[src/rtl/twsl_pkg.sv]
package twsl_pkg;
   typedef enum logic [2:0] {
      ST_IDLE,
      ST_ADDR,
      ST_RX,
      ST_ACK,
      ST_TX,
      ST_MACK
   } twsl_state_e;
endpackage

[src/rtl/twsl_sync.sv]
module twsl_sync #(
   parameter int W      = 2,
   parameter int STAGES = 2
) (
   input  logic         clk,
   input  logic         rst_n,
   input  logic [W-1:0] d,
   output logic [W-1:0] q
);
   initial begin
      if (STAGES < 2) $error("twsl_sync: STAGES must be at least 2");
   end

   logic [STAGES-1:0][W-1:0] chain;

   for (genvar s = 0; s < STAGES; s++) begin : g_stage
      if (s == 0) begin : g_first
         always_ff @(posedge clk or negedge rst_n)
            if (!rst_n) chain[s] <= '1;
            else        chain[s] <= d;
      end else begin : g_next
         always_ff @(posedge clk or negedge rst_n)
            if (!rst_n) chain[s] <= '1;
            else        chain[s] <= chain[s-1];
      end
   end

   assign q = chain[STAGES-1];
endmodule

[src/rtl/twsl_cond.sv]
module twsl_cond (
   input  logic clk,
   input  logic rst_n,
   input  logic scl_s,
   input  logic sda_s,
   output logic scl_rise,
   output logic scl_fall,
   output logic start_det,
   output logic stop_det
);
   logic scl_q, sda_q;

   always_ff @(posedge clk or negedge rst_n)
      if (!rst_n) begin
         scl_q <= 1'b1;
         sda_q <= 1'b1;
      end else begin
         scl_q <= scl_s;
         sda_q <= sda_s;
      end

   assign scl_rise  =  scl_s & ~scl_q;
   assign scl_fall  = ~scl_s &  scl_q;
   assign start_det =  scl_s &  scl_q &  sda_q & ~sda_s;
   assign stop_det  =  scl_s &  scl_q & ~sda_q &  sda_s;
endmodule

[src/rtl/twsl_busy.sv]
module twsl_busy #(
   parameter int WR_CYCLES = 250000
) (
   input  logic clk,
   input  logic rst_n,
   input  logic go,
   output logic busy
);
   localparam int CW = $clog2(WR_CYCLES + 1);

   initial begin
      if (WR_CYCLES < 1) $error("twsl_busy: WR_CYCLES must be positive");
   end

   logic [CW-1:0] left;

   always_ff @(posedge clk or negedge rst_n)
      if (!rst_n)           left <= '0;
      else if (go)          left <= CW'(WR_CYCLES);
      else if (left != '0)  left <= left - 1'b1;

   assign busy = (left != '0);
endmodule

[src/rtl/twsl_front.sv]
module twsl_front
   import twsl_pkg::*;
#(
   parameter int         DW          = 8,
   parameter int         STRAP_W     = 3,
   parameter logic [3:0] DEV_TYPE    = 4'b1010,
   parameter int         SYNC_STAGES = 2,
   parameter int         WR_CYCLES   = 250000
) (
   input  logic               clk,
   input  logic               rst_n,
   input  logic               scl_i,
   input  logic               sda_i,
   input  logic [STRAP_W-1:0] strap_i,
   input  logic [DW-1:0]      rd_data_i,
   output logic               sda_oe_o,
   output logic               busy_o,
   output logic [DW-1:0]      byte_o,
   output logic               byte_vld_o,
   output logic               byte_is_addr_o,
   output logic               commit_o,
   output logic               rd_next_o
);
   localparam int TYPE_W = DW - 1 - STRAP_W;
   localparam int CNT_W  = $clog2(DW + 1);

   initial begin
      if (TYPE_W != 4) $error("twsl_front: DW - 1 - STRAP_W must equal 4");
      if (DW < 4)      $error("twsl_front: DW too small");
   end

   logic scl_s, sda_s;
   logic scl_rise, scl_fall, start_det, stop_det;

   twsl_sync #(.W(2), .STAGES(SYNC_STAGES)) u_sync (
      .clk(clk), .rst_n(rst_n), .d({scl_i, sda_i}), .q({scl_s, sda_s})
   );

   twsl_cond u_cond (
      .clk(clk), .rst_n(rst_n), .scl_s(scl_s), .sda_s(sda_s),
      .scl_rise(scl_rise), .scl_fall(scl_fall),
      .start_det(start_det), .stop_det(stop_det)
   );

   twsl_busy #(.WR_CYCLES(WR_CYCLES)) u_busy (
      .clk(clk), .rst_n(rst_n), .go(commit_o), .busy(busy_o)
   );

   twsl_state_e      state;
   logic [CNT_W-1:0] cnt;
   logic [DW-1:0]    sr, tx_sr;
   logic             rw, first, got_data, macked;
   logic             match;

   assign match = (sr[DW-1 -: TYPE_W] == DEV_TYPE) &&
                  (sr[STRAP_W:1] == strap_i) && !busy_o;

   always_ff @(posedge clk or negedge rst_n)
      if (!rst_n) begin
         state          <= ST_IDLE;
         cnt            <= '0;
         sr             <= '0;
         tx_sr          <= '0;
         rw             <= 1'b0;
         first          <= 1'b0;
         got_data       <= 1'b0;
         macked         <= 1'b0;
         sda_oe_o       <= 1'b0;
         byte_o         <= '0;
         byte_vld_o     <= 1'b0;
         byte_is_addr_o <= 1'b0;
         commit_o       <= 1'b0;
         rd_next_o      <= 1'b0;
      end else begin
         byte_vld_o <= 1'b0;
         commit_o   <= 1'b0;
         rd_next_o  <= 1'b0;
         if (start_det) begin
            state    <= ST_ADDR;
            cnt      <= '0;
            sda_oe_o <= 1'b0;
         end else if (stop_det) begin
            if (state == ST_RX && !rw && got_data && cnt <= CNT_W'(1))
               commit_o <= 1'b1;
            state    <= ST_IDLE;
            sda_oe_o <= 1'b0;
         end else begin
            unique case (state)
               ST_ADDR, ST_RX: begin
                  if (scl_rise) begin
                     sr  <= {sr[DW-2:0], sda_s};
                     cnt <= cnt + 1'b1;
                  end else if (scl_fall && cnt == CNT_W'(DW)) begin
                     cnt <= '0;
                     if (state == ST_ADDR) begin
                        if (match) begin
                           sda_oe_o <= 1'b1;
                           rw       <= sr[0];
                           first    <= 1'b1;
                           got_data <= 1'b0;
                           state    <= ST_ACK;
                        end else begin
                           state <= ST_IDLE;
                        end
                     end else begin
                        sda_oe_o       <= 1'b1;
                        byte_o         <= sr;
                        byte_is_addr_o <= first;
                        byte_vld_o     <= 1'b1;
                        if (!first) got_data <= 1'b1;
                        first          <= 1'b0;
                        state          <= ST_ACK;
                     end
                  end
               end
               ST_ACK: begin
                  if (scl_fall) begin
                     cnt <= '0;
                     if (rw) begin
                        tx_sr    <= rd_data_i;
                        sda_oe_o <= ~rd_data_i[DW-1];
                        state    <= ST_TX;
                     end else begin
                        sda_oe_o <= 1'b0;
                        state    <= ST_RX;
                     end
                  end
               end
               ST_TX: begin
                  if (scl_fall) begin
                     if (cnt == CNT_W'(DW - 1)) begin
                        sda_oe_o <= 1'b0;
                        macked   <= 1'b0;
                        state    <= ST_MACK;
                     end else begin
                        tx_sr    <= tx_sr << 1;
                        sda_oe_o <= ~tx_sr[DW-2];
                        cnt      <= cnt + 1'b1;
                     end
                  end
               end
               ST_MACK: begin
                  if (scl_rise) begin
                     if (!sda_s) begin
                        macked    <= 1'b1;
                        rd_next_o <= 1'b1;
                     end else begin
                        state <= ST_IDLE;
                     end
                  end else if (scl_fall && macked) begin
                     cnt      <= '0;
                     tx_sr    <= rd_data_i;
                     sda_oe_o <= ~rd_data_i[DW-1];
                     state    <= ST_TX;
                  end
               end
               default: ;
            endcase
         end
      end
endmodule

[config.mk]
export PLATFORM = sky130hd
export DESIGN_NAME = twsl_front
export DESIGN_NICKNAME = d
export VERILOG_FILES = /design/src/rtl/twsl_pkg.sv /design/src/rtl/twsl_sync.sv /design/src/rtl/twsl_cond.sv /design/src/rtl/twsl_busy.sv /design/src/rtl/twsl_front.sv
export SDC_FILE = /design/constraint.sdc
export NUM_CORES = 1
export LEC_CHECK = 0
export BUFFER_PORTS_ARGS = -buffer_cell sky130_fd_sc_hd__buf_2
export CAP_MARGIN = 20
export CORE_ASPECT_RATIO = 0.9
export CORE_MARGIN = 4
export CORE_UTILIZATION = 55
export DETAILED_ROUTE_END_ITERATION = 7
export PLACE_DENSITY = 0.75
export SYNTH_ARGS = -nofsm -noshare
export SYNTH_HDL_FRONTEND = slang
export SYNTH_SLANG_ARGS = --single-unit
[constraint.sdc]
create_clock -name clk -period 2.7 [get_ports clk]
set_input_delay 0.27 -clock clk [delete_from_list [all_inputs] [get_ports clk]]
set_output_delay 0.27 -clock clk [all_outputs]
set_load 0.02 [all_outputs]
## After elaboration in Yosys (flattened, before gate mapping)

Index checks and enable logic that the tools add are counted.
W data, S select, Z words.

| word-level totals | value |
|---|---|
| bits in registers | 63 |

| operators by class | value |
|---|---|
| $add $sub $neg | 2 |
| $lt $le $gt $ge | 1 |
| equality and inequality tests | 37 |
| mux-type cells | 69 |
| bitwise logic cells | 17 |
| reduce and logical (&&, ||, !) cells | 26 |

Operators by type and width:

| operator | number |
|---|---|
| $mux W7 | 6 |
| $mux W18 | 2 |
| $mux W3 | 12 |
| $mux W4 | 9 |
| $mux W1 | 34 |
| $ne A4 B4 Y1 const B | 8 |
| $reduce_and A8 Y1 | 3 |
| $ne A2 B2 Y1 const B | 11 |
| $pmux W7 S3 | 1 |
| $reduce_and A7 Y1 | 3 |
| $reduce_bool A18 Y1 | 1 |
| $sub A18 B1 Y18 const B | 1 |
| $pmux W4 S4 | 1 |
| $ne A3 B3 Y1 const B | 5 |
| $pmux W3 S4 | 1 |
| $reduce_and A6 Y1 | 2 |
| $ne A5 B5 Y1 const B | 2 |
| $not A1 Y1 | 10 |
| $reduce_and A9 Y1 | 1 |
| $eq A4 B4 Y1 const B | 2 |
| $and A1 B1 Y1 | 7 |
| $logic_and A1 B1 Y1 | 7 |
| $eq A3 B2 Y1 const B | 2 |
| $eq A3 B3 Y1 const B | 2 |
| 17 further kinds | 19 |

## Logic depth before layout (Yosys ltp)

| logic depth | value |
|---|---|
| depth after elaboration | 10 |
| mapped depth | 9 |

## By module

From an unflattened synthesis, not the netlist that was laid out.

| second synthesis, totals | value |
|---|---|
| cells, all modules | 311 |
| area, all modules | 3384.5 um2 |

By module, submodules not included:

| module | times used | cells an instance | area each (um2) | seq. area each (um2) |
|---|---|---|---|---|
| twsl_front | 1 | 191 | 2119.5 | 975.9 |
| twsl_busy | 1 | 108 | 1059.8 | 450.4 |
| twsl_sync | 1 | 6 | 120.1 | 105.1 |
| twsl_cond | 1 | 6 | 85.1 | 52.6 |

## Worst setup path after synthesis

OpenSTA, ideal clock, no wires.

| timing | value |
|---|---|
| path type | register -> register |
| from | register u_busy.left[0] |
| to | register u_busy.left[4] |
| arrival | 2.001 ns |
| path slack | 0.575 ns |
| cell stages (with the launch flop) | 10 |
| path buffers | 2 |
| clock period less this slack | 2.125 ns |
| cells stage by stage | dfrtp_1 > inv_1 > ha_1 > nor4b_1 > nand4_1 > clkbuf_1 > or2_2 > clkbuf_1 > a31oi_1 > o21bai_1 |

| between the ends | value |
|---|---|
| elaborated cells on any way between the ends | 5 |

RTL lines:

| item | RTL line | text |
|---|---|---|
| from (decl) | twsl_busy.sv:15 | `logic [CW-1:0] left;` |
| from (signal assigned) | twsl_busy.sv:19 | `else if (go) left <= CW'(WR_CYCLES);` |
| from (signal assigned) | twsl_busy.sv:20 | `else if (left != '0) left <= left - 1'b1;` |
| $reduce_bool A18 Y1 | -- |  |
| via busy_o | twsl_front.sv:17 | `output logic busy_o,` |
| $reduce_bool A2 Y1 (no source line) | -- |  |

The timed path passes the listed nets, and every way through them passes these cells. The select of a mux whose other input is x is not followed.
A chain may end at the register's enable or synchronous reset.

## Final worst setup path

| timing | value |
|---|---|
| from | register u_busy.left[3] |
| to | output port busy_o |

| between the ends | value |
|---|---|
| cells in the longest elaborated chain, start to end | 1 |

Ends and longest elaborated chain:

| item | RTL line | text |
|---|---|---|
| $reduce_bool A18 Y1 | twsl_busy.sv:22 | `assign busy = (left != '0);` |
| to (decl) | twsl_front.sv:17 |  |

No other way between the ends.

==> metrics.yaml <==
fp.coreArea_mm2: 0.00573
place_hpwl_um: 4470
drcViolationCount: 0
drt-pass1-iter-count: 4
grt_max_degree: 34
powerDensity_mw_per_mm2: 716
crit_family: "simple AND/OR/NAND/NOR gates"
h-tree-depth: 3
die_h_um: 81.1
layout_min_cycle_time_ps: 2430
synthArstFlopShare: 1.00
whs_ps: 288
finClkSkew_ps: 9.47
antenna_found_initial: 0
clk_pin_slew_ps: 60
crit_type: "flip-flop to output port"
synth.most_common_cell: "dfrtp_1"
routed_wl_um: 6440
finalSetupViolCount: 0
layout-drive-gt1-share: 0.291
gp_congestion: 0.944
cts_tree: "built"
path_cells: "or3_4, or2_0, or2_2, buf_2"
hold_violations: 0
wl_per_cell_um: 15.8
ir_worst_vdd_v: 0.000606
start_kind: "flip-flop"
first_iter_violations: 121
ant_nets: 0
seqCellArea_mm2: 0.00158
ys_warn_count: 0
status: "finished clean"
ys.flop_type: "dfrtp_1"
rows: 26
p_leak_nw: 1.78
ys_ff_latch: 63
clockBufferDepth: 2
critical_path.endpoint_type: "output port"
cts_sinks: 63
grt_usage: 0.201
io_pins: 29
vias: 2376
synth-seq-area-share: 0.486
worst_pin_slew_ps: 703
area_growth_pct: 14.4
synth.distinct_cells: 56
ys_top_cells_by_count: "dfrtp_1 (57), mux2_2 (35), nor2_1 (27)"
tns_ps: 0
period_share: 0.902
critPathMaxStageDelay_ps: 450
cp_slowest_cell: "or2_2"
netlist_top_cells_area: "dfrtp_1 (44%), mux2_2 (12%), dfstp_2 (4.8%)"
chipWidth_um: 89.2
portBuffers: 28
worst-path-max-fanout: 10
cp.arrival_ps: 2160
synth_fp_nets: 316
cts_buffers: 9
rsz0062_at_grt: "no"
syn_area_mm2: 0.00326
cts.repair.resized: 0
cap_violations: 0
max_slew_margin: 0.531
grt_overflow: 0
grt_pass1_vias: 2391
required_ps: 2430
final_nets: 353
antennaDiodeCount: 0
cts_root_buf: "clkbuf_8"
fmax_mhz: 411
hold_class: "primary input to flip-flop"
synth_top_area_frac: 0.437
synth_edf_count: 0
yosys.area.top_type: "dfrtp_1"
synthCells: 295
crit_buf_inv: 1
nFillCells: 441
maxSlewViolCount: 0
multi_input_area_mm2: 0.00156
worst_skew_pair.late_latency_ps: 340
grt_pass1_wl_um: 11300
start_util: 0.570
vias_per_cell: 5.84
syn_area_per_cell_um2: 11.1
dieArea_mm2: 0.00723
[area by class of cell]
cell class	instances	share of cell area
Clock buffer	9	0.0332
Clock inverter	7	0.0325
Inverter	10	0.0101
Multi-Input combinational cell	212	0.417
Sequential cell	63	0.425
Tap cell	70	0.0235
Timing Repair Buffer	36	0.0590
[routing by layer]
metal | vias to the layer above | part of all wire | routed length, um | track usage
met5 | - | 0 | 0 | 0
met4 | 0 | 0.014 | 93 | 0.0625
met3 | 13 | 0.053 | 344 | 0.0649
met2 | 62 | 0.49 | 3160 | 0.327
met1 | 1151 | 0.44 | 2850 | 0.253
li1 | 1150 | - | - | -
[tightest hold or removal path, stage by stage]
cell and delay, ps:
buf_2 70, nor2b_1 110, mux2_2 140
[final timing paths]
kind	startpoint	endpoint	slack, ps	cells after the start
worst max-delay path	u_busy.left[3]	busy_o	270	4
worst min-delay path	rd_data_i[0]	tx_sr[0]	290	3
worst max register to register	u_cond.scl_q	state[0]	400	5
worst min register to register	u_sync.chain[1]	u_sync.q[1]	360	0
max in group asynchronous	rst_n	u_sync.q[0]	1500	3
min in group asynchronous	rst_n	byte_o[5]	510	2
[power breakdown]
group	internal [mW]	switching (mW)
sequential	1.04	0.150
combinational	0.249	0.245
clock	0.615	0.368
[layout by cell type (no fill, tap or decap), types with 8 or more instances in the layout]
cell	netlist	final
dfrtp_1	57	57
mux2_2	35	35
buf_2	0	28
nor2_1	27	27
o21ai_0	12	12
inv_1	10	10
xor2_1	10	10
clkbuf_8	1	9
nor3_1	8	8
nand3_1	8	8
[state kept, by name, summed over array words and instances (netlist names), 2 cells and up]
name,cells
u_sync.chain,2
sr,8
u_busy.left,18
state,3
cnt,4
u_sync.q,2
tx_sr,7
byte_o,8
[timing repair]
action,CTS,global route
setup buffers,0,0
hold buffers,1,2
hold endpoints to repair,30,2
endpoints found under the setup margin,0,0
[cells by family after synthesis]
kind of cell / after synthesis / share of synthesized area
AOI/OAI and AO/OA: 53 / 0.110
xor gates and xnor gates: 17 / 0.0456
adders and majority gates: 6 / 0.0230
buffers and inverters: 20 / 0.0372
DFF: 63 / 0.486
muxes: 36 / 0.124
and+or+nand+nor: 100 / 0.175
[stage by stage]
step	setup WS [ps]	util	power (mW)	instances	area (um^2)
floorplan	575	-	1.59	295	3260
CTS	244	0.648	2.70	405	3710
global route	68.3	0.652	2.84	407	3730
finish	265	0.652	2.67	407	3730
global placement	481	0.604	1.67	388	3460
detailed placement	426	0.604	1.70	388	3460
Power figures use the tool's default switching activity.
